==> config.mk <==
export PLATFORM = sky130hd
export DESIGN_NAME = fcm_move_unit
export DESIGN_NICKNAME = d
export VERILOG_FILES = /design/src/rtl/fcm_pkg.sv /design/src/rtl/fcm_ctrl.sv /design/src/rtl/fcm_datapath.sv /design/src/rtl/fcm_move_unit.sv
export SDC_FILE = /design/constraint.sdc
export NUM_CORES = 1
export LEC_CHECK = 0
export BUFFER_PORTS_ARGS = -buffer_cell sky130_fd_sc_hd__buf_2
export CAP_MARGIN = 20
export CORE_MARGIN = 5
export CORE_UTILIZATION = 35
export DETAILED_ROUTE_END_ITERATION = 8
export SLEW_MARGIN = 20
export SYNTH_ARGS = -nofsm -noshare
export SYNTH_HDL_FRONTEND = slang
export SYNTH_SLANG_ARGS = --single-unit
==> constraint.sdc <==
create_clock -name clk -period 2.6 [get_ports clk]
set_input_delay 0.26 -clock clk [delete_from_list [all_inputs] [get_ports clk]]
set_output_delay 0.26 -clock clk [all_outputs]
set_load 0.02 [all_outputs]
==> src/rtl/fcm_pkg.sv <==
package fcm_pkg;
  localparam int XLEN  = 32;
  localparam int CRF_W = 4;
  localparam int CRF_N = XLEN / CRF_W;
  localparam int IDX_W = $clog2(CRF_N);

  localparam logic [5:0] PRIMARY_CODE  = 6'd63;
  localparam logic [9:0] EXTENDED_CODE = 10'd64;

  // Sticky flags a move may reset, and the individual invalid-operation flags
  localparam logic [XLEN-1:0] STICKY_MASK  = 32'h9FF8_0700;
  localparam logic [XLEN-1:0] INVALID_MASK = 32'h01F8_0700;

  localparam int FEX_POS = 30;
  localparam int VX_POS  = 29;
  localparam int OX_POS  = 28;
  localparam int UX_POS  = 27;
  localparam int ZX_POS  = 26;
  localparam int XX_POS  = 25;
  localparam int VE_POS  = 7;
  localparam int OE_POS  = 6;
  localparam int UE_POS  = 5;
  localparam int ZE_POS  = 4;
  localparam int XE_POS  = 3;

  typedef struct packed {
    logic load;    // external register load
    logic commit;  // legal move executes
    logic reject;  // decode failed
  } ctrlStrobe_t;
endpackage

==> src/rtl/fcm_ctrl.sv <==
module fcm_ctrl
  import fcm_pkg::*;
(
  input  logic             clk,
  input  logic             rst_n,
  input  logic             instrValid,
  input  logic [XLEN-1:0]  instrWord,
  input  logic             ldValid,
  output ctrlStrobe_t      strobe,
  output logic [IDX_W-1:0] srcIdx,
  output logic [IDX_W-1:0] dstIdx,
  output logic             done,
  output logic             illegal
);
  logic isMatch;

  always_comb begin
    isMatch = (instrWord[31:26] == PRIMARY_CODE) &&
              (instrWord[10:1] == EXTENDED_CODE) &&
              !instrWord[0] &&
              (instrWord[22:21] == '0) &&
              (instrWord[17:11] == '0);
    strobe.load   = ldValid;
    strobe.commit = instrValid && !ldValid && isMatch;
    strobe.reject = instrValid && !ldValid && !isMatch;
    dstIdx = instrWord[25:23];
    srcIdx = instrWord[20:18];
  end

  always_ff @(posedge clk) begin
    if (!rst_n) begin
      done    <= 1'b0;
      illegal <= 1'b0;
    end else begin
      done    <= strobe.commit;
      illegal <= strobe.reject;
    end
  end
endmodule

==> src/rtl/fcm_datapath.sv <==
module fcm_datapath
  import fcm_pkg::*;
#(
  parameter int PC_W = 32,
  parameter logic [PC_W-1:0] RESET_PC = '0,
  parameter int PC_STEP = 4
) (
  input  logic             clk,
  input  logic             rst_n,
  input  ctrlStrobe_t      strobe,
  input  logic [IDX_W-1:0] srcIdx,
  input  logic [IDX_W-1:0] dstIdx,
  input  logic [XLEN-1:0]  ldFpscr,
  input  logic [XLEN-1:0]  ldCr,
  input  logic [PC_W-1:0]  ldPc,
  output logic [XLEN-1:0]  fpscrQ,
  output logic [XLEN-1:0]  crQ,
  output logic [PC_W-1:0]  pcQ
);
  localparam int SHIFT_W = $clog2(XLEN);

  logic [SHIFT_W-1:0] srcBase;
  logic [CRF_W-1:0]   srcNibble;
  logic [XLEN-1:0]    fieldMask;
  logic [XLEN-1:0]    cleared;
  logic [XLEN-1:0]    fpscrNext;
  logic [XLEN-1:0]    crNext;
  logic               vxNew;
  logic               fexNew;

  always_comb begin
    // field s starts at bit 4*(CRF_N-1-s)
    srcBase   = SHIFT_W'((CRF_N - 1 - int'(srcIdx)) * CRF_W);
    srcNibble = fpscrQ[srcBase +: CRF_W];
    fieldMask = {{(XLEN-CRF_W){1'b0}}, {CRF_W{1'b1}}} << srcBase;
    cleared   = fpscrQ & ~(fieldMask & STICKY_MASK);
    vxNew     = |(cleared & INVALID_MASK);
    fexNew    = (vxNew & cleared[VE_POS]) |
                (cleared[OX_POS] & cleared[OE_POS]) |
                (cleared[UX_POS] & cleared[UE_POS]) |
                (cleared[ZX_POS] & cleared[ZE_POS]) |
                (cleared[XX_POS] & cleared[XE_POS]);
    fpscrNext = cleared;
    fpscrNext[VX_POS]  = vxNew;
    fpscrNext[FEX_POS] = fexNew;
  end

  for (genvar g = 0; g < CRF_N; g++) begin : g_crField
    assign crNext[(CRF_N-1-g)*CRF_W +: CRF_W] =
      (dstIdx == IDX_W'(g)) ? srcNibble : crQ[(CRF_N-1-g)*CRF_W +: CRF_W];
  end

  always_ff @(posedge clk) begin
    if (!rst_n) begin
      fpscrQ <= '0;
      crQ    <= '0;
      pcQ    <= RESET_PC;
    end else if (strobe.load) begin
      fpscrQ <= ldFpscr;
      crQ    <= ldCr;
      pcQ    <= ldPc;
    end else if (strobe.commit) begin
      fpscrQ <= fpscrNext;
      crQ    <= crNext;
      pcQ    <= pcQ + PC_W'(PC_STEP);
    end
  end
endmodule

==> src/rtl/fcm_move_unit.sv <==
module fcm_move_unit
  import fcm_pkg::*;
#(
  parameter int PC_W = 32,
  parameter logic [PC_W-1:0] RESET_PC = '0
) (
  input  logic            clk,
  input  logic            rst_n,
  input  logic            instrValid,
  input  logic [XLEN-1:0] instrWord,
  input  logic            ldValid,
  input  logic [XLEN-1:0] ldFpscr,
  input  logic [XLEN-1:0] ldCr,
  input  logic [PC_W-1:0] ldPc,
  output logic [XLEN-1:0] fpscrOut,
  output logic [XLEN-1:0] crOut,
  output logic [PC_W-1:0] pcOut,
  output logic            done,
  output logic            illegal
);
  ctrlStrobe_t      strobe;
  logic [IDX_W-1:0] srcIdx;
  logic [IDX_W-1:0] dstIdx;

  fcm_ctrl ctrl_i (
    .clk(clk), .rst_n(rst_n), .instrValid(instrValid), .instrWord(instrWord),
    .ldValid(ldValid), .strobe(strobe), .srcIdx(srcIdx), .dstIdx(dstIdx),
    .done(done), .illegal(illegal)
  );

  fcm_datapath #(.PC_W(PC_W), .RESET_PC(RESET_PC), .PC_STEP(4)) dp_i (
    .clk(clk), .rst_n(rst_n), .strobe(strobe), .srcIdx(srcIdx), .dstIdx(dstIdx),
    .ldFpscr(ldFpscr), .ldCr(ldCr), .ldPc(ldPc),
    .fpscrQ(fpscrOut), .crQ(crOut), .pcQ(pcOut)
  );
endmodule

Word level (Yosys, flattened, before mapping)
Cells that the tools add are included.

Input bits: 132. Output and inout port bits: 98. Register bits: 98. Logic and storage cells: 81.

Add/subtract/negate cells: 2. Reduce and logical (&&, ||, !) cells: 31. Equality and inequality tests: 9. Shift operators: 2. Muxes and demuxes: 14. Bitwise logic cells: 11.

Operators with widths (number): $mux 32 (6); $add 32x3->32 const B (1); $and 32x32->32 (1); $mux 4 (8); $not 32->32 (1); $shiftx 32x6->4 (1); $shl 4x5->32 const A (1); $reduce_bool 2->1 (9); $reduce_and 2->1 (8); $eq 3x3->1 const B (4); $eq 10x7->1 const B (1); $reduce_or 9->1 (1); $logic_and 1x1->1 (7); $logic_not 7->1 (1); $eq 3x2->1 const B (2); $eq 6x6->1 const B (1); $and 1x1->1 (5); $or 1x1->1 (4); $eq 3x1->1 const B (1); $logic_not 1->1 (3); $logic_not 3->1 (1); $sub 3x3->3 const A (1); $logic_not 2->1 (1).

Longest topological paths before layout
Word-level depth: 12. Depth in mapped cells: 8. Gate-level depth less buffers: 6.

Cells and area by module
A second synthesis with hierarchy kept.

Cells, all modules: 519. Area, all modules: 4754.6 µm².

By module, submodules not included: fcm_datapath (instances 1, seq. area each 1921.8 µm², area an instance 4531.8 µm², cells each 493); fcm_ctrl (instances 1, seq. area each 40.0 µm², area an instance 222.7 µm², cells each 26).

Least setup slack after synthesis
No wires, ideal clock.

Path type: reg-to-reg. Start point: register dp_i.pcQ[10]. End point: register dp_i.pcQ[30]. Data arrival time: 1.938 ns. Path buffers: 0. Cell stages (with the launch flop): 6. Data required time: 2.480 ns. Setup time: 0.120 ns. Setup slack: 0.543 ns. Period minus slack after synthesis: 2.057 ns. Path through: dfxtp_1 -> nand4_2 -> or4_4 -> nor4_4 -> a311oi_1 -> o31a_1.

Word-level cells in the longest chain between the ends: 3.

RTL lines: start: declaration (RTL line fcm_datapath.sv:18) `output logic [PC_W-1:0] pcQ`; start signal: assignment (RTL line fcm_datapath.sv:61) `pcQ <= ldPc;`; start signal: assignment (RTL line fcm_datapath.sv:65) `pcQ <= pcQ + PC_W'(PC_STEP);`; $add 32x3->32 (RTL line fcm_datapath.sv:65); $mux 32 (RTL line fcm_datapath.sv:62) `end else if (strobe.commit) begin`; $mux 32 (RTL line fcm_datapath.sv:58) `end else if (strobe.load) begin`.

No other way between the ends. The select of a mux whose other input is x is not followed. A chain may end at the register's enable or synchronous reset.

Final worst setup path
Start point: register dp_i.pcQ[11]. End point: register dp_i.pcQ[21].

Same word-level chain as after synthesis.

==> qor.csv <==
stage;metric;value;unit
timing;Slew Limit Fails;0;
worst_setup_path;crit path kind;reg -> reg;
global_routing;vias in the first global route;5548;
min_path;hold depth;2;
floorplanning;die height;134;um
worst_setup_path;FF-to-FF Start;dp_i.pcQ[11];
worst_setup_path;reg2reg end;dp_i.pcQ[21];
placement;placed cell area;0.00664;mm2
synth;Synth Register Bits;98;
global_routing;initial antenna violation count;1;
synth;syn avg cell area;8.46;um2
route;Detailed Routing Iterations Pass 1;5;
worst_setup_path;Req. time, crit path;2.88;ns
worst_setup_path;CP Cell Sequence;nand4_2, nor4_2, nand2_1, or4b_1, a31oi_1;
clock_network;Sink Count;98;
timing;Final WS setup;0.492;ns
synth;post-synthesis async set-or-reset flop share;0;%
clock_network;postcts setup bufs;0;
clock_network;hold_buf cts;0;
floorplanning;Core Footprint;0.0151;mm2
placement;pre-CTS WS;0.252;ns
clock_network;CTS clk-pin slew, worst paths;0.07;ns
final_layout;commonest non-fill, non-tap cell in the layout;buf_2;
synth;YS warnings;0;
synth;synthesized instance count;637;
global_routing;first-pass GRT wire length;29500;um
synth;number of synthesized flops with an enable pin;0;
floorplanning;Chip Width;134;um
global_routing;grt ovf;0;
synth;post-synthesis cell area;0.00539;mm2
worst_setup_path;Slowest cell on crit path;or4b_1;
timing;crit share post-route;81.1;%
min_path;HP Start;ldPc[11];
power;total power per unit cell area;557;mW/mm2
min_path;Hold Path Class;in -> reg;
synth;Most used DFF post-synth;dfxtp_1;
clock_network;clock buffer depth;2;
timing;Worst-Margin Slew;1.09;ns
timing;Worst slew margin;27.3;%
route;via count;5661;
clock_network;TritonCTS buffer count;9;
timing;setup TNS;0;ns
power;Max VDD drop;0.483;mV
worst_setup_path;CP Capture Type;register;
worst_setup_path;worst-case reg-to-reg path depth;5;
timing;fmax;0.474;GHz
min_path;WHS Endpoint;dp_i.pcQ[11];
floorplanning;Starting Density;35.6;%
final_layout;area of the multi-input gates;0.00313;mm2
placement;post-DP HPWL;13700;um
timing;RSZ-0062 raised after global routing;false;
clock_network;clock latency on the worst-skew pair;0.35;ns
global_routing;largest net degree at the start of global routing;90;
synth;Mapped Nets;770;
clock_network;clk root buf;clkbuf_16;
global_routing;GRT Util Overall;20.1;%
floorplanning;total die area;0.0180;mm2
route;initial DRC count;191;
final_layout;Filler Cell Count;1596;
final_layout;layout cells sized above 1;35.5;%
synth;register area share after synthesis;36.4;%
final_layout;final core utilization;46.0;%
route;Post-Route WL;18500;um
timing;Final Hold Fails;0;
clock_network;H-tree depth;3;
route;vias per cell;5.47;
final_layout;commonest non-fill, non-tap cells in the layout;228 x buf_2, 98 x dfxtp_1, 96 x nand2_1, 56 x o21ai_0, 41 x nor2_1;
status;status;completed;
final_layout;Storage cell area;0.00196;mm2
route;wire per inst;17.9;um
placement;RD Place Congestion;0.845;
timing;post-layout min period;2.11;ns
synth;Distinct cells, synth;67;
worst_setup_path;Worst EP arrival;2.39;ns
route;DRC viols;0;
final_layout;NumNets Final;973;
clock_network;CTS tree;done;
power;LEAKAGE;3.05;nW
timing;clk_skew;0.00937;ns
floorplanning;FP Rows;45;
flow_run;MaxCap Viol Count;0;
worst_setup_path;Max Fanout on Critical Path;8;
final_layout;Final Cell Area;0.00696;mm2
placement;Port Buffers;229;
final_layout;Layout area overhead;29.1;%
timing;final setup vio count;0;
clock_network;Resized cells post-CTS;0;
floorplanning;IO Pins;230;
worst_setup_path;slack of the worst reg-to-reg path;0.49;ns
worst_setup_path;crit path launch type;register;
route;Final ANT Viol Nets;0;
worst_setup_path;Max stage delay on crit path;0.51;ns
cells by family after synthesis:
logic type / Yosys count / share of synthesized area, %
AOI/OAI and AO/OA: 180 / 22.7
xor gates and xnor gates: 10 / 1.62
adders and majority gates: 1 / 0.232
buffers and inverters: 62 / 5.57
DFF: 98 / 36.4
muxes: 47 / 10.8
and+or+nand+nor: 239 / 22.6
where the power goes:
group          switching (W)  total (W)  internal [W]  leakage (nW)
clock               0.000606    0.00145      0.000844         0.160
combinational       0.000417   0.000717      0.000300          2.08
sequential          0.000109    0.00171       0.00160         0.811
Yosys cell counts, types with 9 or more instances:
cell type	instances	share of area (%)
nand2_1	96	6.7
o21ai_0	56	5.2
a22oi_1	34	4.7
nor4_1	14	1.6
o31ai_1	21	2.9
clkbuf_1	27	1.9
dfxtp_1	98	36
nand3_1	21	1.9
nand4_1	10	1.2
a31oi_1	11	1.3
mux2_2	11	2.3
o41ai_1	13	2.1
mux2i_1	28	5.2
buf_2	12	1.1
a21oi_1	15	1.4
nor2_1	41	2.9
inv_1	9	0.63
stage by stage:
step           std cells  hold slack, ns  power (W)
6_report            1034           0.132    0.00388
5_1_grt             1033           0.121    0.00406
4_1_cts             1033           0.119    0.00392
3_5_place_dp        1017           0.490    0.00247
3_3_place_gp        1017           0.474    0.00247
2_1_floorplan        637           0.398    0.00217
state kept, by name, indices dropped and copies added, names as in the netlist:
register / cells
dp_i.crQ: 32
dp_i.fpscrQ: 32
dp_i.pcQ: 32
ctrl_i.done: 1
ctrl_i.illegal: 1
final cells by class:
type	instances	area share [%]
timing repair buffer	245	18.4
sequential	98	28.2
clock inverter	7	1.33
inverter	9	0.485
tap	188	3.38
multi-input combinational	477	44.9
clock buffer	9	3.24
antenna	1	0.0359
worst max path at each step:
stage | startpoint | end | cells past startpoint
floorplan | dp_i.pcQ[10] | dp_i.pcQ[30] | 5
global placement | instrWord[26] | dp_i.crQ[7] | 6
detailed placement | instrWord[2] | dp_i.pcQ[28] | 6
CTS | dp_i.pcQ[11] | dp_i.pcQ[21] | 5
global route | dp_i.pcQ[11] | dp_i.pcQ[21] | 5
finish | dp_i.pcQ[11] | dp_i.pcQ[21] | 5
layer usage:
metal  wire (um)  track usage, %
met5           7               0
met4         246            3.90
met3        1400            6.79
met2        8510            32.7
met1        8320            26.4
critical path: cells and delay by family, from the launching register on:
family,cells,cell delay [ns]
compound gates,1,0.17
flops,1,0.44
simple gates,4,1.43
No activity file was read; power rests on OpenSTA's default activity.
